`src/rtl/erp_pkg.sv`:
```
package erp_pkg;
  typedef enum logic [3:0] {
    EK_ADDR_ERR  = 4'd0,
    EK_BUS_ERR   = 4'd1,
    EK_FRAME_ERR = 4'd2,
    EK_DBL_FAULT = 4'd3,
    EK_ILL_INSN  = 4'd4,
    EK_LINE_A    = 4'd5,
    EK_LINE_F    = 4'd6,
    EK_PRIV      = 4'd7,
    EK_ILL_OP    = 4'd8
  } exc_kind_e;

  localparam int unsigned POS_ADDR_RST_OFF = 31;
  localparam int unsigned POS_INSN_RST_OFF = 30;
  localparam int unsigned POS_ACK_CYCLE    = 29;
  localparam int unsigned POS_FORCE_MAX    = 28;

  typedef enum logic [1:0] {
    ENT_IDLE = 2'd0,
    ENT_ACK  = 2'd1,
    ENT_OUT  = 2'd2
  } ent_state_e;
endpackage

```
`src/rtl/erp_cfg_reg.sv`:
```
module erp_cfg_reg #(
  parameter int unsigned DATA_W = 32,
  parameter int unsigned IDX_W  = 12,
  parameter logic [IDX_W-1:0]  DBG_IDX = 12'h802,
  parameter logic [DATA_W-1:0] WMASK   = 32'hF300_0000
) (
  input  logic              clk,
  input  logic              rst_n,
  input  logic              cpu_wr_en,
  input  logic              cpu_supv,
  input  logic [DATA_W-1:0] cpu_wr_data,
  input  logic              dbg_wr_en,
  input  logic [IDX_W-1:0]  dbg_idx,
  input  logic [DATA_W-1:0] dbg_wr_data,
  output logic [DATA_W-1:0] cfg_q,
  output logic              priv_viol
);
  logic dbg_hit, sup_hit;

  assign dbg_hit = dbg_wr_en && (dbg_idx == DBG_IDX);
  assign sup_hit = cpu_wr_en && cpu_supv;

  always_ff @(posedge clk) begin
    if (!rst_n) begin
      cfg_q     <= '0;
      priv_viol <= 1'b0;
    end else begin
      priv_viol <= cpu_wr_en && !cpu_supv;
      if (dbg_hit)      cfg_q <= dbg_wr_data & WMASK;
      else if (sup_hit) cfg_q <= cpu_wr_data & WMASK;
    end
  end
endmodule

```
`src/rtl/erp_rst_policy.sv`:
```
module erp_rst_policy
  import erp_pkg::*;
(
  input  logic       clk,
  input  logic       rst_n,
  input  logic       exc_valid,
  input  logic [3:0] exc_kind,
  input  logic       addr_rst_off,
  input  logic       insn_rst_off,
  output logic       rst_req,
  output logic       exc_go
);
  logic grp_addr, grp_insn, to_reset;

  always_comb begin
    grp_addr = exc_kind inside {EK_ADDR_ERR, EK_BUS_ERR, EK_FRAME_ERR, EK_DBL_FAULT};
    grp_insn = exc_kind inside {EK_ILL_INSN, EK_LINE_A, EK_LINE_F, EK_PRIV};
    to_reset = (grp_addr && !addr_rst_off) || (grp_insn && !insn_rst_off);
  end

  always_ff @(posedge clk) begin
    if (!rst_n) begin
      rst_req <= 1'b0;
      exc_go  <= 1'b0;
    end else begin
      rst_req <= exc_valid && to_reset;
      exc_go  <= exc_valid && !to_reset;
    end
  end
endmodule

```
`src/rtl/erp_lvl_edge.sv`:
```
module erp_lvl_edge #(
  parameter int unsigned LVL_W = 3
) (
  input  logic             clk,
  input  logic             rst_n,
  input  logic [LVL_W-1:0] irq_level,
  input  logic [LVL_W-1:0] cur_mask,
  input  logic             clr,
  output logic             pend,
  output logic             irq_take
);
  localparam logic [LVL_W-1:0] TOP = {LVL_W{1'b1}};
  logic [LVL_W-1:0] prev_q;

  always_ff @(posedge clk) begin
    if (!rst_n) begin
      prev_q <= TOP;
      pend   <= 1'b0;
    end else begin
      prev_q <= irq_level;
      if (irq_level == TOP && prev_q != TOP) pend <= 1'b1;
      else if (clr)                          pend <= 1'b0;
    end
  end

  assign irq_take = (irq_level > cur_mask) || pend;
endmodule

```
`src/rtl/erp_int_entry.sv`:
```
module erp_int_entry
  import erp_pkg::*;
#(
  parameter int unsigned LVL_W = 3,
  parameter int unsigned VEC_W = 8
) (
  input  logic             clk,
  input  logic             rst_n,
  input  logic             ack_mode,
  input  logic             force_max,
  input  logic             ent_valid,
  output logic             ent_ready,
  input  logic [LVL_W-1:0] ent_level,
  input  logic [VEC_W-1:0] ent_vec,
  output logic             ack_req,
  output logic [LVL_W-1:0] ack_level,
  input  logic             ack_ready,
  input  logic [VEC_W-1:0] ack_vec,
  output logic             done_valid,
  input  logic             done_ready,
  output logic [LVL_W-1:0] done_mask,
  output logic [VEC_W-1:0] done_vec,
  output logic             accepted
);
  localparam logic [LVL_W-1:0] TOP = {LVL_W{1'b1}};
  ent_state_e       st;
  logic [LVL_W-1:0] lvl_q, mask_q;
  logic [VEC_W-1:0] vec_q;

  assign ent_ready  = (st == ENT_IDLE);
  assign accepted   = ent_valid && ent_ready;
  assign ack_req    = (st == ENT_ACK);
  assign ack_level  = lvl_q;
  assign done_valid = (st == ENT_OUT);
  assign done_mask  = mask_q;
  assign done_vec   = vec_q;

  always_ff @(posedge clk) begin
    if (!rst_n) begin
      st     <= ENT_IDLE;
      lvl_q  <= '0;
      mask_q <= '0;
      vec_q  <= '0;
    end else begin
      unique case (st)
        ENT_IDLE: if (ent_valid) begin
          lvl_q  <= ent_level;
          mask_q <= force_max ? TOP : ent_level;
          vec_q  <= ent_vec;
          st     <= ack_mode ? ENT_ACK : ENT_OUT;
        end
        ENT_ACK: if (ack_ready) begin
          vec_q <= ack_vec;
          st    <= ENT_OUT;
        end
        ENT_OUT: if (done_ready) st <= ENT_IDLE;
        default: st <= ENT_IDLE;
      endcase
    end
  end
endmodule

```
`src/rtl/erp_ctrl.sv`:
```
module erp_ctrl
  import erp_pkg::*;
#(
  parameter int unsigned DATA_W = 32,
  parameter int unsigned IDX_W  = 12,
  parameter int unsigned LVL_W  = 3,
  parameter int unsigned VEC_W  = 8
) (
  input  logic              clk,
  input  logic              rst_n,
  input  logic              cpu_wr_en,
  input  logic              cpu_supv,
  input  logic [DATA_W-1:0] cpu_wr_data,
  input  logic              dbg_wr_en,
  input  logic [IDX_W-1:0]  dbg_idx,
  input  logic [DATA_W-1:0] dbg_wr_data,
  output logic [DATA_W-1:0] cfg_rdata,
  output logic              priv_viol,
  input  logic              exc_valid,
  input  logic [3:0]        exc_kind,
  output logic              rst_req,
  output logic              exc_go,
  input  logic [LVL_W-1:0]  irq_level,
  input  logic [LVL_W-1:0]  cur_mask,
  output logic              irq_take,
  input  logic              ent_valid,
  output logic              ent_ready,
  input  logic [LVL_W-1:0]  ent_level,
  input  logic [VEC_W-1:0]  ent_vec,
  output logic              ack_req,
  output logic [LVL_W-1:0]  ack_level,
  input  logic              ack_ready,
  input  logic [VEC_W-1:0]  ack_vec,
  output logic              done_valid,
  input  logic              done_ready,
  output logic [LVL_W-1:0]  done_mask,
  output logic [VEC_W-1:0]  done_vec
);
  localparam logic [LVL_W-1:0] TOP = {LVL_W{1'b1}};
  localparam logic [DATA_W-1:0] WMASK = (DATA_W'(1) << POS_ADDR_RST_OFF) |
      (DATA_W'(1) << POS_INSN_RST_OFF) | (DATA_W'(1) << POS_ACK_CYCLE) |
      (DATA_W'(1) << POS_FORCE_MAX) | (DATA_W'(3) << 24);

  logic accepted, nmi_pend;

  erp_cfg_reg #(.DATA_W(DATA_W), .IDX_W(IDX_W), .DBG_IDX(IDX_W'(12'h802)),
                .WMASK(WMASK)) u_cfg (
    .clk(clk), .rst_n(rst_n), .cpu_wr_en(cpu_wr_en), .cpu_supv(cpu_supv),
    .cpu_wr_data(cpu_wr_data), .dbg_wr_en(dbg_wr_en), .dbg_idx(dbg_idx),
    .dbg_wr_data(dbg_wr_data), .cfg_q(cfg_rdata), .priv_viol(priv_viol));

  erp_rst_policy u_pol (
    .clk(clk), .rst_n(rst_n), .exc_valid(exc_valid), .exc_kind(exc_kind),
    .addr_rst_off(cfg_rdata[POS_ADDR_RST_OFF]),
    .insn_rst_off(cfg_rdata[POS_INSN_RST_OFF]),
    .rst_req(rst_req), .exc_go(exc_go));

  erp_lvl_edge #(.LVL_W(LVL_W)) u_l7 (
    .clk(clk), .rst_n(rst_n), .irq_level(irq_level), .cur_mask(cur_mask),
    .clr(accepted && ent_level == TOP), .pend(nmi_pend), .irq_take(irq_take));

  erp_int_entry #(.LVL_W(LVL_W), .VEC_W(VEC_W)) u_ent (
    .clk(clk), .rst_n(rst_n),
    .ack_mode(cfg_rdata[POS_ACK_CYCLE]), .force_max(cfg_rdata[POS_FORCE_MAX]),
    .ent_valid(ent_valid), .ent_ready(ent_ready), .ent_level(ent_level),
    .ent_vec(ent_vec), .ack_req(ack_req), .ack_level(ack_level),
    .ack_ready(ack_ready), .ack_vec(ack_vec), .done_valid(done_valid),
    .done_ready(done_ready), .done_mask(done_mask), .done_vec(done_vec),
    .accepted(accepted));
endmodule

```
`config.mk`:
```
export PLATFORM = sky130hd
export DESIGN_NAME = erp_ctrl
export DESIGN_NICKNAME = d
export VERILOG_FILES = /design/src/rtl/erp_pkg.sv /design/src/rtl/erp_cfg_reg.sv /design/src/rtl/erp_rst_policy.sv /design/src/rtl/erp_lvl_edge.sv /design/src/rtl/erp_int_entry.sv /design/src/rtl/erp_ctrl.sv
export SDC_FILE = /design/constraint.sdc
export NUM_CORES = 1
export LEC_CHECK = 0
export BUFFER_PORTS_ARGS = -buffer_cell sky130_fd_sc_hd__buf_2
export CAP_MARGIN = 40
export CORE_MARGIN = 2
export CORE_UTILIZATION = 37
export CTS_CLUSTER_SIZE = 10
export DETAILED_ROUTE_END_ITERATION = 16
export GPL_ROUTABILITY_DRIVEN = 1
export GPL_TIMING_DRIVEN = 0
export PLACE_DENSITY = 0.85
export SLEW_MARGIN = 0
export SYNTH_ARGS = -nofsm -noshare
export SYNTH_HDL_FRONTEND = slang
export SYNTH_HIERARCHICAL = 1
export SYNTH_SLANG_ARGS = --single-unit
```
`constraint.sdc`:
```
create_clock -name clk -period 2.9 [get_ports clk]
set_input_delay 0.145 -clock clk [delete_from_list [all_inputs] [get_ports clk]]
set_output_delay 0.145 -clock clk [all_outputs]
set_load 0.005 [all_outputs]
```
==> results.cfg, run 1 <==
[outcome]
outcome = finished, final reports clean

[place]
dp_slack_ps = 1219
place_congestion = 0.7442
placed_cell_area_um2 = 2132
dp_hpwl_mm = 2.937
portBuffers = 85
place_inst = 326

[grt]
grt_pass1_wl_mm = 5.313
gr-total-overflow = 0
grt_use_total_pct = 15.22
grt_max_degree = 19
grt_pass1_vias = 1222
antenna_found_initial = 0

[sta]
fin_setup_tns_ps = 0
fin_crit_ps = 1498
final_max_slew_viol_count = 0
max_freq_mhz = 667.4
slew_headroom_pct = 57.50
worstMarginPinSlew_ps = 637.4
worst_slack_ps = 1402
whs_ps = 51.56
finalSetupViolCount = 0
final_hold_viol_count = 0
fin_skew_ps = 5.611
rsz0062_at_grt = false
finalCritPeriodShare_pct = 51.67

[synth]
avgSynthCellArea_um2 = 9.339
synth-edff-count = 0
synthArstFlopShare_pct = 0
yosysWarnings = 6
ys_types = 39
yosys.area.top_type_share_pct = 37.45
ys_seq_elements = 29
yosys.area.top_type = dfxtp_1
ys.flop_type = dfxtp_1
ys_top_cells_by_area = dfxtp_1 37%, buf_4 13%, o221a_2 5.8%
syn_inst = 166
syn-cell-area_um2 = 1550
synth_seq_area_share_pct = 37.45

[finish]
finish.instance_area_um2 = 2252
final_cells = 334
nets = 400
antenna_cells = 0
drive_above_1_share_pct = 47.54
area_growth_pct = 45.28
nFillCells = 353

[min_path]
hp-class = input pin to register

[cts]
htreeDepth = 2
hold_buffers = 0
cts_resized = 0
cts.sink_count = 29
path_clk_slew_ps = 60
cts_tree = done
cts_setup_buffers = 0
clk_latency_ps = 270
cts-root-buf = clkbuf_8
cts_buffers = 5
clock_path_buffers = 2

[critical_path]
cp.arrival_ps = 1670
crit_buf_inv = 2
worstSetupPathType = register to register
slowest_stage = or3b_1
path_cells = or3b_1 > buf_2 > inv_2 > and4_1 > nand3b_1 > o21ai_2
cp_max_fo = 8
crit_family = simple AND/OR/NAND/NOR gates
crit_path_max_incr_delay_ps = 380
endpoint_kind = register
cp-start-kind = register
required_ps = 3070

[floorplanning]
top_level_ports = 167
die_area_um2 = 4724
start_util_pct = 38.48
chipHeight_um = 68.73
die_x_um = 68.73
core_area_um2 = 4029
rows = 23

[pwr]
combPwrFrac_pct = 19.5
p_sw_mw = 0.2611
p_seq_share_pct = 40.9
powerDensity_nw_per_um2 = 483.6
power.internal_mw = 0.8280
pwr-share-clk_pct = 39.6
leakagePower_nw = 1.197
ir_drop_mv = 0.2390
switching_share_pct = 23.97

[detailed_routing]
vias = 1488
drtAntennaViolNets = 0
drt_iter0_drc = 54
avgViaCountPerCell = 4.455
wl_per_cell_um = 10.99
routed_wl_mm = 3.669
first_pass_iters = 4
drc = 0

[flow_run]
maxCapViolCount = 0
[placed cells by master, fill, tap and decap left out, types with 2 or more instances in the layout]
cell / n
a21boi_0: 4
a21o_1: 6
a21oi_1: 2
and3_1: 2
buf_2: 86
buf_4: 26
clkbuf_1: 3
clkbuf_8: 6
conb_1: 26
dfxtp_1: 29
ha_1: 3
inv_1: 3
mux2i_1: 6
nand2_1: 18
nand2b_1: 4
nand3b_1: 2
nor2_1: 4
nor2b_1: 4
nor3_1: 4
nor3b_1: 3
o211ai_1: 6
o21a_1: 8
o21ai_0: 3
o221a_2: 8
[metrics by stage]
step | utilization [%] | power (mW)
CTS | 55.90 | 1.104
global placement | 52.92 | 0.6629
global route | 55.90 | 1.160
finish | 55.90 | 1.089
detailed placement | 52.92 | 0.6665
floorplan | - | 0.5739
[cell type report]
| cell class | instances | area [um^2] | area share [%] |
|---|---|---|---|
| Sequential cell | 29 | 580.6 | 25.78 |
| Clock inverter | 2 | 37.54 | 1.667 |
| Timing Repair Buffer | 85 | 425.4 | 18.89 |
| Tap cell | 50 | 62.56 | 2.778 |
| Inverter | 4 | 15.01 | 0.6667 |
| Multi-Input combinational cell | 127 | 825.8 | 36.67 |
| Clock buffer | 6 | 82.58 | 3.667 |
| Buffer | 31 | 222.7 | 9.889 |
[power by group through the flow]
stage / Clock (mW) / Sequential (mW) / Combinational [mW]
after floorplan: 0 / 0.455 / 0.118
after global placement: 0 / 0.454 / 0.209
after detailed placement: 0 / 0.455 / 0.212
after CTS: 0.445 / 0.446 / 0.213
after global routing: 0.468 / 0.450 / 0.242
final: 0.431 / 0.446 / 0.212
[path summary, 6_finish.rpt]
kind                                   startpoint                              end  slack [ps]  cells past startpoint
setup / recovery         u_ent/st[1]$_SDFFE_PN0P_           u_l7/pend$_SDFFE_PN0P_        1400                      6
setup reg to reg         u_ent/st[1]$_SDFFE_PN0P_           u_l7/pend$_SDFFE_PN0P_        1400                      6
hold reg to reg   u_ent/ack_level[2]$_SDFFE_PN0P_  u_ent/ack_level[2]$_SDFFE_PN0P_         460                      2
hold / removal                        exc_kind[3]         u_pol/rst_req$_SDFF_PN0_          50                      2
[Yosys cell counts, types with 2 or more instances]
cell type,count
inv_1,3
buf_4,26
nor3_1,4
clkbuf_1,3
o211ai_1,6
nor2_1,4
a21oi_1,2
o221a_2,8
dfxtp_1,29
mux2i_1,6
o21a_1,8
nand2_1,18
o21ai_0,3
nand2b_1,4
a21boi_0,4
ha_1,3
a21o_1,6
nor2b_1,4
and3_1,2
nand3b_1,2
nor3b_1,3
[state kept, by name, indices dropped and copies added, names as in the netlist]
signal / cells
u_cfg/cfg_q: 6
u_ent/ack_level: 3
u_cfg/priv_viol: 1
u_pol/rst_req: 1
u_l7/pend: 1
u_ent/done_mask: 3
u_l7/prev_q: 3
u_ent/st: 2
u_pol/exc_go: 1
u_ent/done_vec: 8
[cell families after synthesis]
| family | Yosys count | synth area share (%) |
|---|---|---|
| multiplexers | 6 | 3.874 |
| other | 1 | 0.2419 |
| AND/OR/NAND/NOR | 52 | 19.93 |
| flip-flops | 29 | 37.45 |
| buffers and inverters | 35 | 15.33 |
| adder cells (fa/ha/maj) | 3 | 2.422 |
| AO/OA/AOI/OAI | 40 | 20.74 |
[layer usage]
layer | part of all wire, % | up-vias | wire length, um | global-route usage, %
li1 | - | 774 | - | -
met1 | 42 | 632 | 1552 | 18.64
met2 | 46 | 77 | 1678 | 25.12
met3 | 11 | 5 | 407 | 4.870
met4 | 0.84 | 0 | 31 | 5.147
met5 | 0 | - | 0 | 0
[worst register-to-register path, stage by stage, from the launching register on]
cell	delay [ps]
dfxtp_1	350
or3b_1	380
buf_2	170
inv_2	130
and4_1	200
nand3b_1	110
o21ai_2	50
Note: power is estimated with default switching activity, not from simulation.
==> run 2, diff against run 1 <==
Settings changed: CORE_UTILIZATION 37 to 35, PLACE_DENSITY 0.85 to 0.81.
Clock period 2.9 ns to 1.4 ns, I/O delays scaled along.
==> run 2 against run 1 <==
Via count is 4.0% higher. Total power is 89% higher. Maximum frequency up 8.3%. Global-route usage fell by 0.99 points. Clock-buffer cell count up 2. Routed wire length up 2.7%.
==> results.cfg, run 2 (synthesis results as in run 1) <==
[sta]
finalCritPeriodShare_pct = 98.80
fin_crit_ps = 1383
worst_slack_ps = 16.87
slew_headroom_pct = 63.88
fin_skew_ps = 4.121
finalSetupViolCount = 0
worstMarginPinSlew_ps = 537.8
max_freq_mhz = 723.0
final_hold_viol_count = 0
rsz0062_at_grt = true
final_max_slew_viol_count = 0

[critical_path]
cp_max_fo = 9
required_ps = 1560
path_cells = or3b_1 > buf_6 > buf_8 > o21a_1 > o221a_2
crit_path_max_incr_delay_ps = 380
cp.arrival_ps = 1540
worstSetupPathType = register to register
endpoint_kind = register
cp-start-kind = register
slowest_stage = or3b_1

[cts]
clock_path_buffers = 2
path_clk_slew_ps = 60
cts_tree = done
cts_buffers = 5
htreeDepth = 2
clk_latency_ps = 270
cts.sink_count = 29
cts-root-buf = clkbuf_8

[finish]
final_cell_mix = 85 x buf_2, 34 x buf_4, 27 x dfxtp_1
antenna_cells = 0
seq_area_um2 = 588.1
drive_above_1_share_pct = 49.66
nets = 410
final_cells = 346
area_growth_pct = 50.52
multi_input_area_um2 = 842.1
largest_reg_flops = 8
final_common_cell = buf_2
nFillCells = 413

[floorplanning]
start_util_pct = 35.85
top_level_ports = 167
die_area_um2 = 4977
die_x_um = 70.55
chipHeight_um = 70.55
core_area_um2 = 4324
rows = 24

[grt]
grt_max_degree = 19
grt_pass1_vias = 1291
antenna_found_initial = 0
gr-total-overflow = 0
grt_pass1_wl_mm = 5.644
grt_use_total_pct = 14.23

[flow_run]
maxCapViolCount = 0

[detailed_routing]
drtAntennaViolNets = 0
drc = 0
wl_per_cell_um = 10.89
vias = 1547
routed_wl_mm = 3.769
first_pass_iters = 2
avgViaCountPerCell = 4.471
drt_iter0_drc = 42

[place]
dp_hpwl_mm = 2.918
dp_slack_ps = -223.1
portBuffers = 85
place_inst = 328
place_congestion = 0.6908

[pwr]
ir_drop_mv = 0.3881
powerDensity_nw_per_um2 = 880.1
leakagePower_nw = 1.237

[outcome]
outcome = finished, final reports clean

[min_path]
hp-class = input pin to register
[run 2: cell types whose count changed in the layout (fill, tap and decap cells not counted), moves of 2 or more]
cell	change
dlygate4sd3_1	+2
dfxtp_1	-2
buf_4	+8
clkbuf_1	+3
dfxtp_4	+2
[run 2: cell type report]
| type | instances | share of cell area [%] |
|---|---|---|
| clock buffers | 8 | 3.432 |
| inverters | 4 | 0.8579 |
| multi-input cells | 127 | 36.09 |
| well taps | 52 | 2.788 |
| flip-flops and latches | 29 | 25.20 |
| plain buffers | 31 | 9.973 |
| repair buffers | 95 | 21.66 |
[run 2: power by group]
part	switching [mW]	total (mW)	internal (mW)
sequential	0.0304	0.918	0.887
combinational	0.208	0.493	0.285
clock	0.291	0.643	0.352
total	0.529	2.05	1.52
[run 2: routing by layer]
| layer | up-vias | track usage [%] | routed length [um] |
|---|---|---|---|
| met5 | - | 0 | 0 |
| met4 | 0 | 5.031 | 17 |
| met3 | 2 | 4.986 | 373 |
| met2 | 77 | 24.53 | 1840 |
| met1 | 669 | 16.42 | 1537 |
| li1 | 799 | - | - |
[run 2: stage by stage]
stage	area, um^2	util (%)	hold slack, ps	TNS [ps]	total power [mW]
2_1_floorplan	1644	-	138.7	0	1.189
3_3_place_gp	2135	49.36	253.3	-1146	1.373
3_5_place_dp	2135	49.36	258.8	-1450	1.383
4_1_cts	2302	53.24	7.068	0	2.069
5_1_grt	2333	53.96	30.43	-59.14	2.175
6_report	2333	53.96	22.90	0	2.054
[run 2: final timing paths]
path / cells past startpoint / from / slack, ps / end
worst max-delay path: 5 / u_ent/st[1]$_SDFFE_PN0P_ / 20 / u_ent/done_vec[4]$_SDFFE_PN0P_
worst min-delay path: 2 / irq_level[1] / 20 / u_l7/prev_q[1]$_SDFF_PN1_
worst max register to register: 5 / u_ent/st[1]$_SDFFE_PN0P_ / 20 / u_ent/done_vec[4]$_SDFFE_PN0P_
worst min register to register: 2 / u_ent/ack_level[0]$_SDFFE_PN0P_ / 460 / u_ent/ack_level[0]$_SDFFE_PN0P_
[run 2: what timing repair did]
item	4_1_cts	5_1_grt
endpoints found under the setup margin	9	11
hold buffers	2	0
cloned	0	0
gates resized for setup	9	5
endpoints found under the hold margin	2	0
pin swaps	2	1
setup buffers	6	2
[run 2: worst max-delay path: cells and delay by family (launching register included)]
family                 cells  cell delay [ps]
and+or+nand+nor            1              380
buffers and inverters      2              280
DFF                        1              340
AOI/OAI and AO/OA          2              270
